**src/rtl/lfs_pkg.sv**
```systemverilog
package lfs_pkg;
  localparam int ERR_BITS   = 10;
  localparam int ERR_FRAME  = 0;
  localparam int ERR_NOFILL = 1;
endpackage

```
**src/rtl/lfs_slot_tracker.sv**
```systemverilog
module lfs_slot_tracker #(
  parameter int WORD_W    = 32,
  parameter int FRAME_LEN = 7,
  localparam int SW       = $clog2(FRAME_LEN)
) (
  input  logic              clk,
  input  logic              rst_n,
  input  logic              in_valid,
  input  logic              in_ctrl,
  input  logic [WORD_W-1:0] in_word,
  output logic [WORD_W-1:0] out_word,
  output logic [SW-1:0]     out_slot,
  output logic              out_sof,
  output logic              out_valid,
  output logic              sync,
  output logic              frame_err_evt
);
  localparam logic [SW-1:0] LAST = SW'(FRAME_LEN - 1);

  logic          sync_d;
  logic [SW-1:0] slot_q, slot_d;
  logic          accept;

  assign accept        = in_valid && !in_ctrl && sync;
  assign frame_err_evt = in_valid && in_ctrl && (slot_q != '0);

  always_comb begin
    sync_d = sync;
    slot_d = slot_q;
    if (in_valid && in_ctrl) begin
      sync_d = 1'b1;
      slot_d = '0;
    end else if (accept) begin
      slot_d = (slot_q == LAST) ? '0 : slot_q + 1'b1;
    end
  end

  always_ff @(posedge clk or negedge rst_n) begin
    if (!rst_n) begin
      sync      <= 1'b0;
      slot_q    <= '0;
      out_valid <= 1'b0;
      out_word  <= '0;
      out_slot  <= '0;
      out_sof   <= 1'b0;
    end else begin
      sync      <= sync_d;
      slot_q    <= slot_d;
      out_valid <= accept;
      if (accept) begin
        out_word <= in_word;
        out_slot <= slot_q;
        out_sof  <= (slot_q == '0);
      end
    end
  end

  AST_WRAP_TO_ZERO: assert property (@(posedge clk) disable iff (!rst_n)
    (accept && slot_q == LAST) |=> (slot_q == '0)) else $error("wrap");
  AST_FILL_REALIGNS: assert property (@(posedge clk) disable iff (!rst_n)
    (in_valid && in_ctrl) |=> (sync && slot_q == '0)) else $error("realign");
  AST_IDLE_NO_OUTPUT: assert property (@(posedge clk) disable iff (!rst_n)
    !in_valid |=> (!out_valid && $stable(slot_q))) else $error("idle");
endmodule

```
**src/rtl/lfs_fill_watch.sv**
```systemverilog
module lfs_fill_watch #(
  parameter int FILL_LIMIT = 100,
  localparam int CW        = $clog2(FILL_LIMIT + 1)
) (
  input  logic clk,
  input  logic rst_n,
  input  logic in_valid,
  input  logic in_ctrl,
  input  logic sync,
  output logic nofill_evt
);
  localparam logic [CW-1:0] LIM = CW'(FILL_LIMIT);

  logic [CW-1:0] cnt_q, cnt_d;
  logic          data_in_sync;

  assign data_in_sync = in_valid && !in_ctrl && sync;
  assign nofill_evt   = data_in_sync && (cnt_q == LIM);

  always_comb begin
    cnt_d = cnt_q;
    if (in_valid && in_ctrl)
      cnt_d = '0;
    else if (data_in_sync && cnt_q != LIM)
      cnt_d = cnt_q + 1'b1;
  end

  always_ff @(posedge clk or negedge rst_n) begin
    if (!rst_n) cnt_q <= '0;
    else        cnt_q <= cnt_d;
  end

  AST_FILL_RESTARTS: assert property (@(posedge clk) disable iff (!rst_n)
    (in_valid && in_ctrl) |=> (cnt_q == '0)) else $error("fill count");
  AST_COUNT_HOLDS_IDLE: assert property (@(posedge clk) disable iff (!rst_n)
    !in_valid |=> $stable(cnt_q)) else $error("count idle");
endmodule

```
**src/rtl/lfs_err_bank.sv**
```systemverilog
module lfs_err_bank #(
  parameter int N = lfs_pkg::ERR_BITS
) (
  input  logic         clk,
  input  logic         rst_n,
  input  logic [N-1:0] evt,
  input  logic [N-1:0] force_mask,
  input  logic [N-1:0] clr,
  output logic [N-1:0] flags
);
  for (genvar i = 0; i < N; i++) begin : g_bit
    logic set_i, next_i;
    assign set_i  = evt[i] | force_mask[i];
    assign next_i = set_i | (flags[i] & ~clr[i]);

    always_ff @(posedge clk or negedge rst_n) begin
      if (!rst_n) flags[i] <= 1'b0;
      else        flags[i] <= next_i;
    end

    AST_FORCE_SETS: assert property (@(posedge clk) disable iff (!rst_n)
      force_mask[i] |=> flags[i]) else $error("force");
    AST_FLAG_STICKY: assert property (@(posedge clk) disable iff (!rst_n)
      (flags[i] && !clr[i]) |=> flags[i]) else $error("sticky");
  end
endmodule

```
**src/rtl/link_frame_sync.sv**
```systemverilog
module link_frame_sync #(
  parameter int WORD_W     = 32,
  parameter int FRAME_LEN  = 7,
  parameter int FILL_LIMIT = 100,
  parameter int NUM_ERR    = lfs_pkg::ERR_BITS,
  localparam int SW        = $clog2(FRAME_LEN)
) (
  input  logic               clk,
  input  logic               rst_n,
  input  logic               in_valid,
  input  logic [WORD_W-1:0]  in_word,
  input  logic               in_ctrl,
  input  logic [NUM_ERR-1:0] err_clr,
  input  logic [NUM_ERR-1:0] force_err,
  output logic [WORD_W-1:0]  out_word,
  output logic [SW-1:0]      out_slot,
  output logic               out_sof,
  output logic               out_valid,
  output logic               in_sync,
  output logic [NUM_ERR-1:0] err_flags
);
  logic [1:0]         rst_pipe;
  logic               rst_n_s;
  logic               frame_err_evt, nofill_evt;
  logic [NUM_ERR-1:0] evt_vec;

  always_ff @(posedge clk or negedge rst_n) begin
    if (!rst_n) rst_pipe <= 2'b00;
    else        rst_pipe <= {rst_pipe[0], 1'b1};
  end
  assign rst_n_s = rst_pipe[1];

  lfs_slot_tracker #(.WORD_W(WORD_W), .FRAME_LEN(FRAME_LEN)) u_track (
    .clk(clk), .rst_n(rst_n_s), .in_valid(in_valid), .in_ctrl(in_ctrl),
    .in_word(in_word), .out_word(out_word), .out_slot(out_slot),
    .out_sof(out_sof), .out_valid(out_valid), .sync(in_sync),
    .frame_err_evt(frame_err_evt)
  );

  lfs_fill_watch #(.FILL_LIMIT(FILL_LIMIT)) u_watch (
    .clk(clk), .rst_n(rst_n_s), .in_valid(in_valid), .in_ctrl(in_ctrl),
    .sync(in_sync), .nofill_evt(nofill_evt)
  );

  always_comb begin
    evt_vec = '0;
    evt_vec[lfs_pkg::ERR_FRAME]  = frame_err_evt;
    evt_vec[lfs_pkg::ERR_NOFILL] = nofill_evt;
  end

  lfs_err_bank #(.N(NUM_ERR)) u_err (
    .clk(clk), .rst_n(rst_n_s), .evt(evt_vec), .force_mask(force_err),
    .clr(err_clr), .flags(err_flags)
  );

  AST_VALID_NEEDS_SYNC: assert property (@(posedge clk) disable iff (!rst_n_s)
    out_valid |-> in_sync) else $error("valid unsynced");
  AST_SYNC_HOLDS: assert property (@(posedge clk) disable iff (!rst_n_s)
    in_sync |=> in_sync) else $error("sync lost");
  AST_SOF_AT_SLOT0: assert property (@(posedge clk) disable iff (!rst_n_s)
    out_sof |-> (out_slot == '0)) else $error("sof slot");
endmodule

```
**config.mk**
```make
export PLATFORM = sky130hd
export DESIGN_NAME = link_frame_sync
export DESIGN_NICKNAME = d
export VERILOG_FILES = /design/src/rtl/lfs_pkg.sv /design/src/rtl/lfs_slot_tracker.sv /design/src/rtl/lfs_fill_watch.sv /design/src/rtl/lfs_err_bank.sv /design/src/rtl/link_frame_sync.sv
export SDC_FILE = /design/constraint.sdc
export NUM_CORES = 1
export LEC_CHECK = 0
export BUFFER_PORTS_ARGS = -buffer_cell sky130_fd_sc_hd__buf_2
export CAP_MARGIN = 20
export CORE_MARGIN = 2
export CORE_UTILIZATION = 42
export CTS_CLUSTER_SIZE = 30
export DETAILED_ROUTE_END_ITERATION = 6
export PLACE_DENSITY = 0.69
export SLEW_MARGIN = 40
export SYNTH_ARGS = -nofsm -noshare
export SYNTH_HDL_FRONTEND = slang
export SYNTH_SLANG_ARGS = --single-unit
```
**constraint.sdc**
```tcl
create_clock -name clk -period 2.2 [get_ports clk]
set_input_delay 0.22 -clock clk [delete_from_list [all_inputs] [get_ports clk]]
set_output_delay 0.22 -clock clk [all_outputs]
set_load 0.05 [all_outputs]
```
==> results of run 1 <==
[report_power, final]
group | internal (mW) | switching (mW)
Sequential | 1.25 | 0.0981
Clock | 0.432 | 0.389
Combinational | 0.207 | 0.624
[sequential cells by signal (all words and copies together), names as in the netlist]
signal,count
rst_pipe,2
u_track.out_slot,3
u_track.slot_q,3
u_track.sync,1
u_track.out_sof,1
u_err.flags,10
u_watch.cnt_q,7
u_track.out_word,32
u_track.out_valid,1
[placed cells by master, fill, tap and decap left out, types with 2 or more instances in the layout]
cell      Yosys  layout
ha_1          2       2
nand2_1     112     112
a21o_1        8       8
dfrtp_1      60      59
a21oi_1       4       4
a22o_1        3       3
inv_1        14      14
nor2_1        3       3
nand3_1       6       6
nand2b_1      2       2
or4_1         2       2
buf_2         8     103
clkbuf_8      0      10
o21ai_0      10      10
clkbuf_1      0       3
o211ai_1      3       3
buf_4         2       3
[metrics by stage]
step / hold slack (ps) / util (%) / power (mW) / setup slack, ps / std cells
6_report: 73.5 / 57.4 / 3.00 / 761 / 441
5_1_grt: 59.5 / 57.4 / 3.16 / 625 / 441
4_1_cts: 59.0 / 57.4 / 3.03 / 760 / 441
3_5_place_dp: 6.57 / 54.3 / 2.19 / 793 / 425
3_3_place_gp: 6.45 / 54.3 / 2.18 / 842 / 425
2_1_floorplan: -75.6 / - / 1.96 / 406 / 257
[Yosys cell counts]
library cell  number  area [um2]
and4_1             1        8.76
and4b_1            1        10.0
a221o_1            1        10.0
and2b_1            1        7.51
o22ai_1            1        6.26
buf_4              2        15.0
nand3_1            6        30.0
nor3_1             1        5.00
a22o_1             3        26.3
o41ai_1            1        8.76
o2111ai_1          1        8.76
dfrtp_1           60        1500
nor2_1             3        11.3
o21ai_1            1        5.00
o21ai_0           10        50.1
nand4b_1           1        8.76
nor2b_1            1        6.26
o211ai_1           3        22.5
nand2_1          112         420
nand2b_4           1        13.8
conb_1             1        3.75
nand3b_1           1        7.51
inv_2              1        3.75
inv_1             14        52.6
a21o_1             8        60.1
o211a_1            1        10.0
nand2b_1           2        12.5
a31oi_1            1        6.26
or4_1              2        15.0
buf_2              8        40.0
a21oi_1            4        20.0
buf_6              1        11.3
ha_1               2        25.0
[layer usage]
layer,vias up,wire length (um),share of wire (%)
met2,65,2680,49
met3,10,327,5.9
met4,0,91,1.7
met5,-,0,0
li1,1036,-,-
met1,984,2410,44
[cell families after synthesis]
group,count (synthesis)
and+or+nand+nor,133
DFF,60
AOI/OAI and AO/OA,35
buffers and inverters,26
adders and majority gates,2
other,1
[final cells by class]
type | count | area, um2
fillers | 528 | 2380
flip-flops and latches | 60 | 1500
multi-input cells | 171 | 820
repair buffers | 108 | 568
clock buffers | 13 | 149
well taps | 72 | 90.1
inverters | 15 | 56.3
clock inverters | 2 | 12.5
[worst max path at each step]
stage                                end          from
detailed placement  u_track.out_word[26]  u_track.sync
global placement        u_watch.cnt_q[5]  u_track.sync
floorplan                 u_err.flags[0]   rst_pipe[1]
global route         u_track.out_word[0]  u_track.sync
CTS                              in_sync  u_track.sync
finish                           in_sync  u_track.sync
[repair_timing]
action | in CTS | in global routing
hold buffers | 1 | 0
endpoints found under the hold margin | 2 | 0
resized for setup | 0 | 0
==> flow_summary.json, run 1 <==
{
  "status": "completed",
  "place_area_um2": 3030,
  "worstHoldPathCells": 2,
  "grt_busiest_layer": "met2",
  "fin_nets": 423,
  "cp.arrival_ps": 1220,
  "grtUsageMet3_pct": 4.61,
  "die_x_um": 80.3,
  "clkLatencyLatePin_ps": 330,
  "start_util_pct": 43.8,
  "cts_tree": "yes",
  "gp_congestion": 0.818,
  "antenna_found_initial": 0,
  "rrSetupSlack_ps": 770,
  "rsz0062_at_grt": "no",
  "synthMuxAreaShare_pct": 0,
  "setup-violations-final": 0,
  "crit_family": "flip-flops",
  "synth_top_family_by_area": "simple AND/OR/NAND/NOR gates",
  "critPathMaxStageDelay_ps": 560,
  "cts.sinks": 60,
  "grt_max_degree": 45,
  "postCtsSetupBuffers": 0,
  "hold_class": "in2reg",
  "worst-path-stages": 1,
  "synth-seq-area-share_pct": 61.4,
  "viasPerCell": 4.75,
  "synth-simple-area-share_pct": 22.8,
  "min_period_over_period_pct": 65.4,
  "synth_nets": 315,
  "drtIter0Drc": 113,
  "fp.dieArea_um2": 6440,
  "routed-via-count": 2095,
  "wirelength_mm": 5.51,
  "grt-ovfl-total": 0,
  "final.min_clock_period_ps": 1440,
  "reg2reg_to": "u_watch.cnt_q[0]",
  "io_pins": 104,
  "r2r_start": "u_watch.cnt_q[0]",
  "core_um2": 5570,
  "worst_setup_path_start_kind": "flop",
  "htreeDepth": 3,
  "slowest_stage": "dfrtp_1",
  "areaGrowthSynthToFinish_pct": 30.9,
  "die_h_um": 80.3,
  "cts-root-buf": "clkbuf_8",
  "syn-mean-instance-area_um2": 9.51,
  "numCtsBuffers": 9,
  "worstHoldEndpoint": "u_err.flags[8]",
  "powerDensity_nw_per_um2": 937,
  "hold_violations": 0,
  "cp_cell_sequence": "buf_2",
  "grt_pass1_wl_mm": 8.67,
  "total_leakage_power_nw": 1.81,
  "route.antenna.remaining_nets": 0,
  "use_met1_pct": 22.1,
  "drcViolationCount": 0,
  "cp-end-kind": "output port",
  "grt_util_all_layers_pct": 17.8,
  "synth-xor-area-share_pct": 0,
  "synth_area_um2": 2440,
  "max_freq_ghz": 0.695,
  "ys_warn_count": 0,
  "yosysUniqueCellTypes": 33,
  "ir_worst_vdd_mv": 0.400,
  "clk_pin_slew_ps": 60,
  "hp-start": "force_err[8]",
  "crit_buf_inv": 1,
  "design_area_um2": 3200,
  "numPortBuffers": 103,
  "synth-seq-cells": 60,
  "synth_compound_area_share_pct": 9.58,
  "insertedDiodeCount": 0,
  "synth-adder-area-share_pct": 1.02,
  "report.final.slew_viol_count": 0,
  "critical_path.max_fanout": 13,
  "tns_ps": 0,
  "fin_skew_ps": 7.48,
  "grt_pass1_vias": 1924,
  "grtUsageMet2_pct": 29.0,
  "drv_cap": 0,
  "cts_buffer_depth": 2,
  "wire_per_inst_um": 12.5,
  "rr_worst_depth": 5,
  "fp-row-count": 27,
  "synth_cells": 257,
  "path_class": "reg2out",
  "layout-drive-gt1-share_pct": 33.1,
  "dp_hpwl_mm": 3.89,
  "crit_required_ps": 1980,
  "first_pass_iters": 4
}
Note: power is estimated with default switching activity, not from simulation.
==> inputs of run 2 (changes only) <==
ABC_AREA = 1   (was not set)
clock period = 1.5 ns   (was 2.2 ns; I/O delays follow)
==> run 2 against run 1 <==
Against the previous run: non-clock buffer count rose by 19; synthesized area decreased by 0.31%; clock skew shrank 2.7 ps; critical endpoint is now u_watch.cnt_q[2]; worst hold slack worse by 64 ps; flip-flop and latch count did not move.
==> flow_summary.json, run 2 <==
{
  "status": "completed",
  "hold_class": "in2reg",
  "layout_common_cells": "nand2_1 (125), buf_2 (103), dfrtp_1 (59)",
  "synth_area_um2": 2440,
  "die_x_um": 80.2,
  "start_util_pct": 44.0,
  "grt_max_degree": 26,
  "synth_nets": 329,
  "clkLatencyLatePin_ps": 340,
  "gp_congestion": 0.834,
  "powerDensity_nw_per_um2": 1400,
  "synth.most_common_cell": "nand2_1",
  "yosysUniqueCellTypes": 24,
  "total_power_mw": 4.87,
  "syn-mean-instance-area_um2": 8.99,
  "largest_registers": "u_track.out_word (32), u_err.flags (10), u_watch.cnt_q (7)",
  "antenna_found_initial": 0,
  "synthTopCellsByArea": "dfrtp_1 (62%), nand2_1 (19%), inv_1 (3.2%)",
  "grt_pass1_vias": 2092,
  "min_period_over_period_pct": 90.6,
  "route.antenna.remaining_nets": 0,
  "synth-seq-cells": 60,
  "worst_setup_path_start_kind": "flop",
  "first_pass_iters": 4,
  "numPortBuffers": 103,
  "synth_top_area_share_pct": 61.6,
  "ys.flop_type": "dfrtp_1",
  "drtIter0Drc": 114,
  "cts_tree": "yes",
  "multi_input_area_um2": 808,
  "largest_reg_flops": 32,
  "pre_cts_ws_ps": 121,
  "grt_pass1_wl_mm": 9.12,
  "fill_cells": 487,
  "setup-violations-final": 0,
  "final_common_cell": "nand2_1",
  "final.min_clock_period_ps": 1360,
  "cts.sinks": 60,
  "synth_commonest_cells": "nand2_1 (125), dfrtp_1 (60), inv_1 (21), o21bai_1 (9)",
  "synth_cells": 271,
  "numCtsBuffers": 9,
  "grt_util_all_layers_pct": 18.8,
  "fp.dieArea_um2": 6430,
  "ys_warn_count": 0,
  "grt-ovfl-total": 0,
  "total_leakage_power_nw": 1.97,
  "hold_violations": 0,
  "final_util_pct": 62.8,
  "layout-drive-gt1-share_pct": 34.0,
  "synth_edf_count": 0,
  "fin_nets": 459,
  "drcViolationCount": 0,
  "dp_hpwl_mm": 3.77,
  "cts-root-buf": "clkbuf_8",
  "max_freq_ghz": 0.736,
  "rsz0062_at_grt": "no",
  "fin_skew_ps": 4.81,
  "seq_area_um2": 1500,
  "insertedDiodeCount": 0,
  "report.final.slew_viol_count": 0,
  "clk_pin_slew_ps": 60,
  "cp-end-kind": "flop",
  "ir_worst_vdd_mv": 0.775,
  "htreeDepth": 3,
  "path_class": "reg2reg",
  "critical_path.max_fanout": 4,
  "cp.arrival_ps": 1630,
  "areaGrowthSynthToFinish_pct": 42.8,
  "setup_slack_ps": 140,
  "async_flop_share_pct": 100,
  "routed-via-count": 2175,
  "synth_area_leader_cell": "dfrtp_1",
  "drv_cap": 0,
  "top_register": "u_track.out_word",
  "wirelength_mm": 5.45,
  "die_h_um": 80.2,
  "tns_ps": 0,
  "synth-seq-area-share_pct": 61.6,
  "cts_buffer_depth": 2,
  "viasPerCell": 4.55,
  "wire_per_inst_um": 11.4,
  "io_pins": 104,
  "fp-row-count": 27,
  "core_um2": 5540,
  "crit_required_ps": 1770
}
==> run 2: where the power goes <==
part | total [mW] | internal [mW] | switching, mW
registers | 1.93 | 1.81 | 0.114
logic | 1.25 | 0.334 | 0.913
clock network | 1.70 | 1.10 | 0.601
==> run 2: kinds of logic after synthesis <==
group                    Yosys count  share of synthesized area (%)
flip-flops                        60                           61.6
AO/OA/AOI/OAI                     23                           5.75
buffers and inverters             31                           5.34
AND/OR/NAND/NOR                  152                           25.4
XOR/XNOR                           2                          0.719
other                              1                          0.154
adder cells (fa/ha/maj)            2                           1.03
==> run 2: repair_timing <==
action	4_1_cts	5_1_grt
buffers inserted	0	2
endpoints found under the hold margin	12	1
gates resized for setup	0	2
hold buffers	14	1
endpoints found under the setup margin	0	5
==> run 2: per-layer routing <==
metal	GRT usage [%]	part of all wire, %	vias to the layer above
met3	7.30	7.2	12
met5	0	0	-
li1	-	-	1093
met1	22.7	45	981
met4	8.64	2.4	0
met2	29.7	46	89
==> run 2: layout make-up <==
| cell class | count | area share, % |
|---|---|---|
| clock inverters | 5 | 2.88 |
| repair buffers | 127 | 21.8 |
| flip-flops and latches | 60 | 43.2 |
| multi-input cells | 180 | 23.2 |
| inverters | 23 | 2.52 |
| well taps | 72 | 2.59 |
| clock buffers | 11 | 3.78 |
==> run 2: worst max-delay path, cell delays in order, from the launching register on <==
cell	delay, ps
dfrtp_1	380
inv_2	80
ha_1	160
nand2_1	60
nor2_2	150
nand2_2	100
nand2_2	90
nand2_4	60
clkinv_2	80
nand2_1	60
nand2_1	70
==> run 2: stage by stage <==
stage | cell area, um2 | hold WS [ps] | instances
3_5_place_dp | 3080 | -62.2 | 445
2_1_floorplan | 2440 | -146 | 271
6_report | 3480 | 9.20 | 478
3_3_place_gp | 3080 | -63.6 | 445
5_1_grt | 3480 | 4.63 | 478
4_1_cts | 3450 | 0.582 | 475
==> run 2: path summary, 6_finish.rpt <==
kind                            slack, ps             start  depth (start not counted)                   to
min in group asynchronous             120             rst_n                          2          rst_pipe[0]
worst min-delay path                    9      force_err[3]                          2       u_err.flags[3]
worst max-delay path                  140  u_watch.cnt_q[0]                         10     u_watch.cnt_q[2]
max in group asynchronous             870       rst_pipe[1]                          1  u_track.out_word[9]
worst max register to register        140  u_watch.cnt_q[0]                         10     u_watch.cnt_q[2]
worst min register to register        180       rst_pipe[1]                          0       u_err.flags[9]
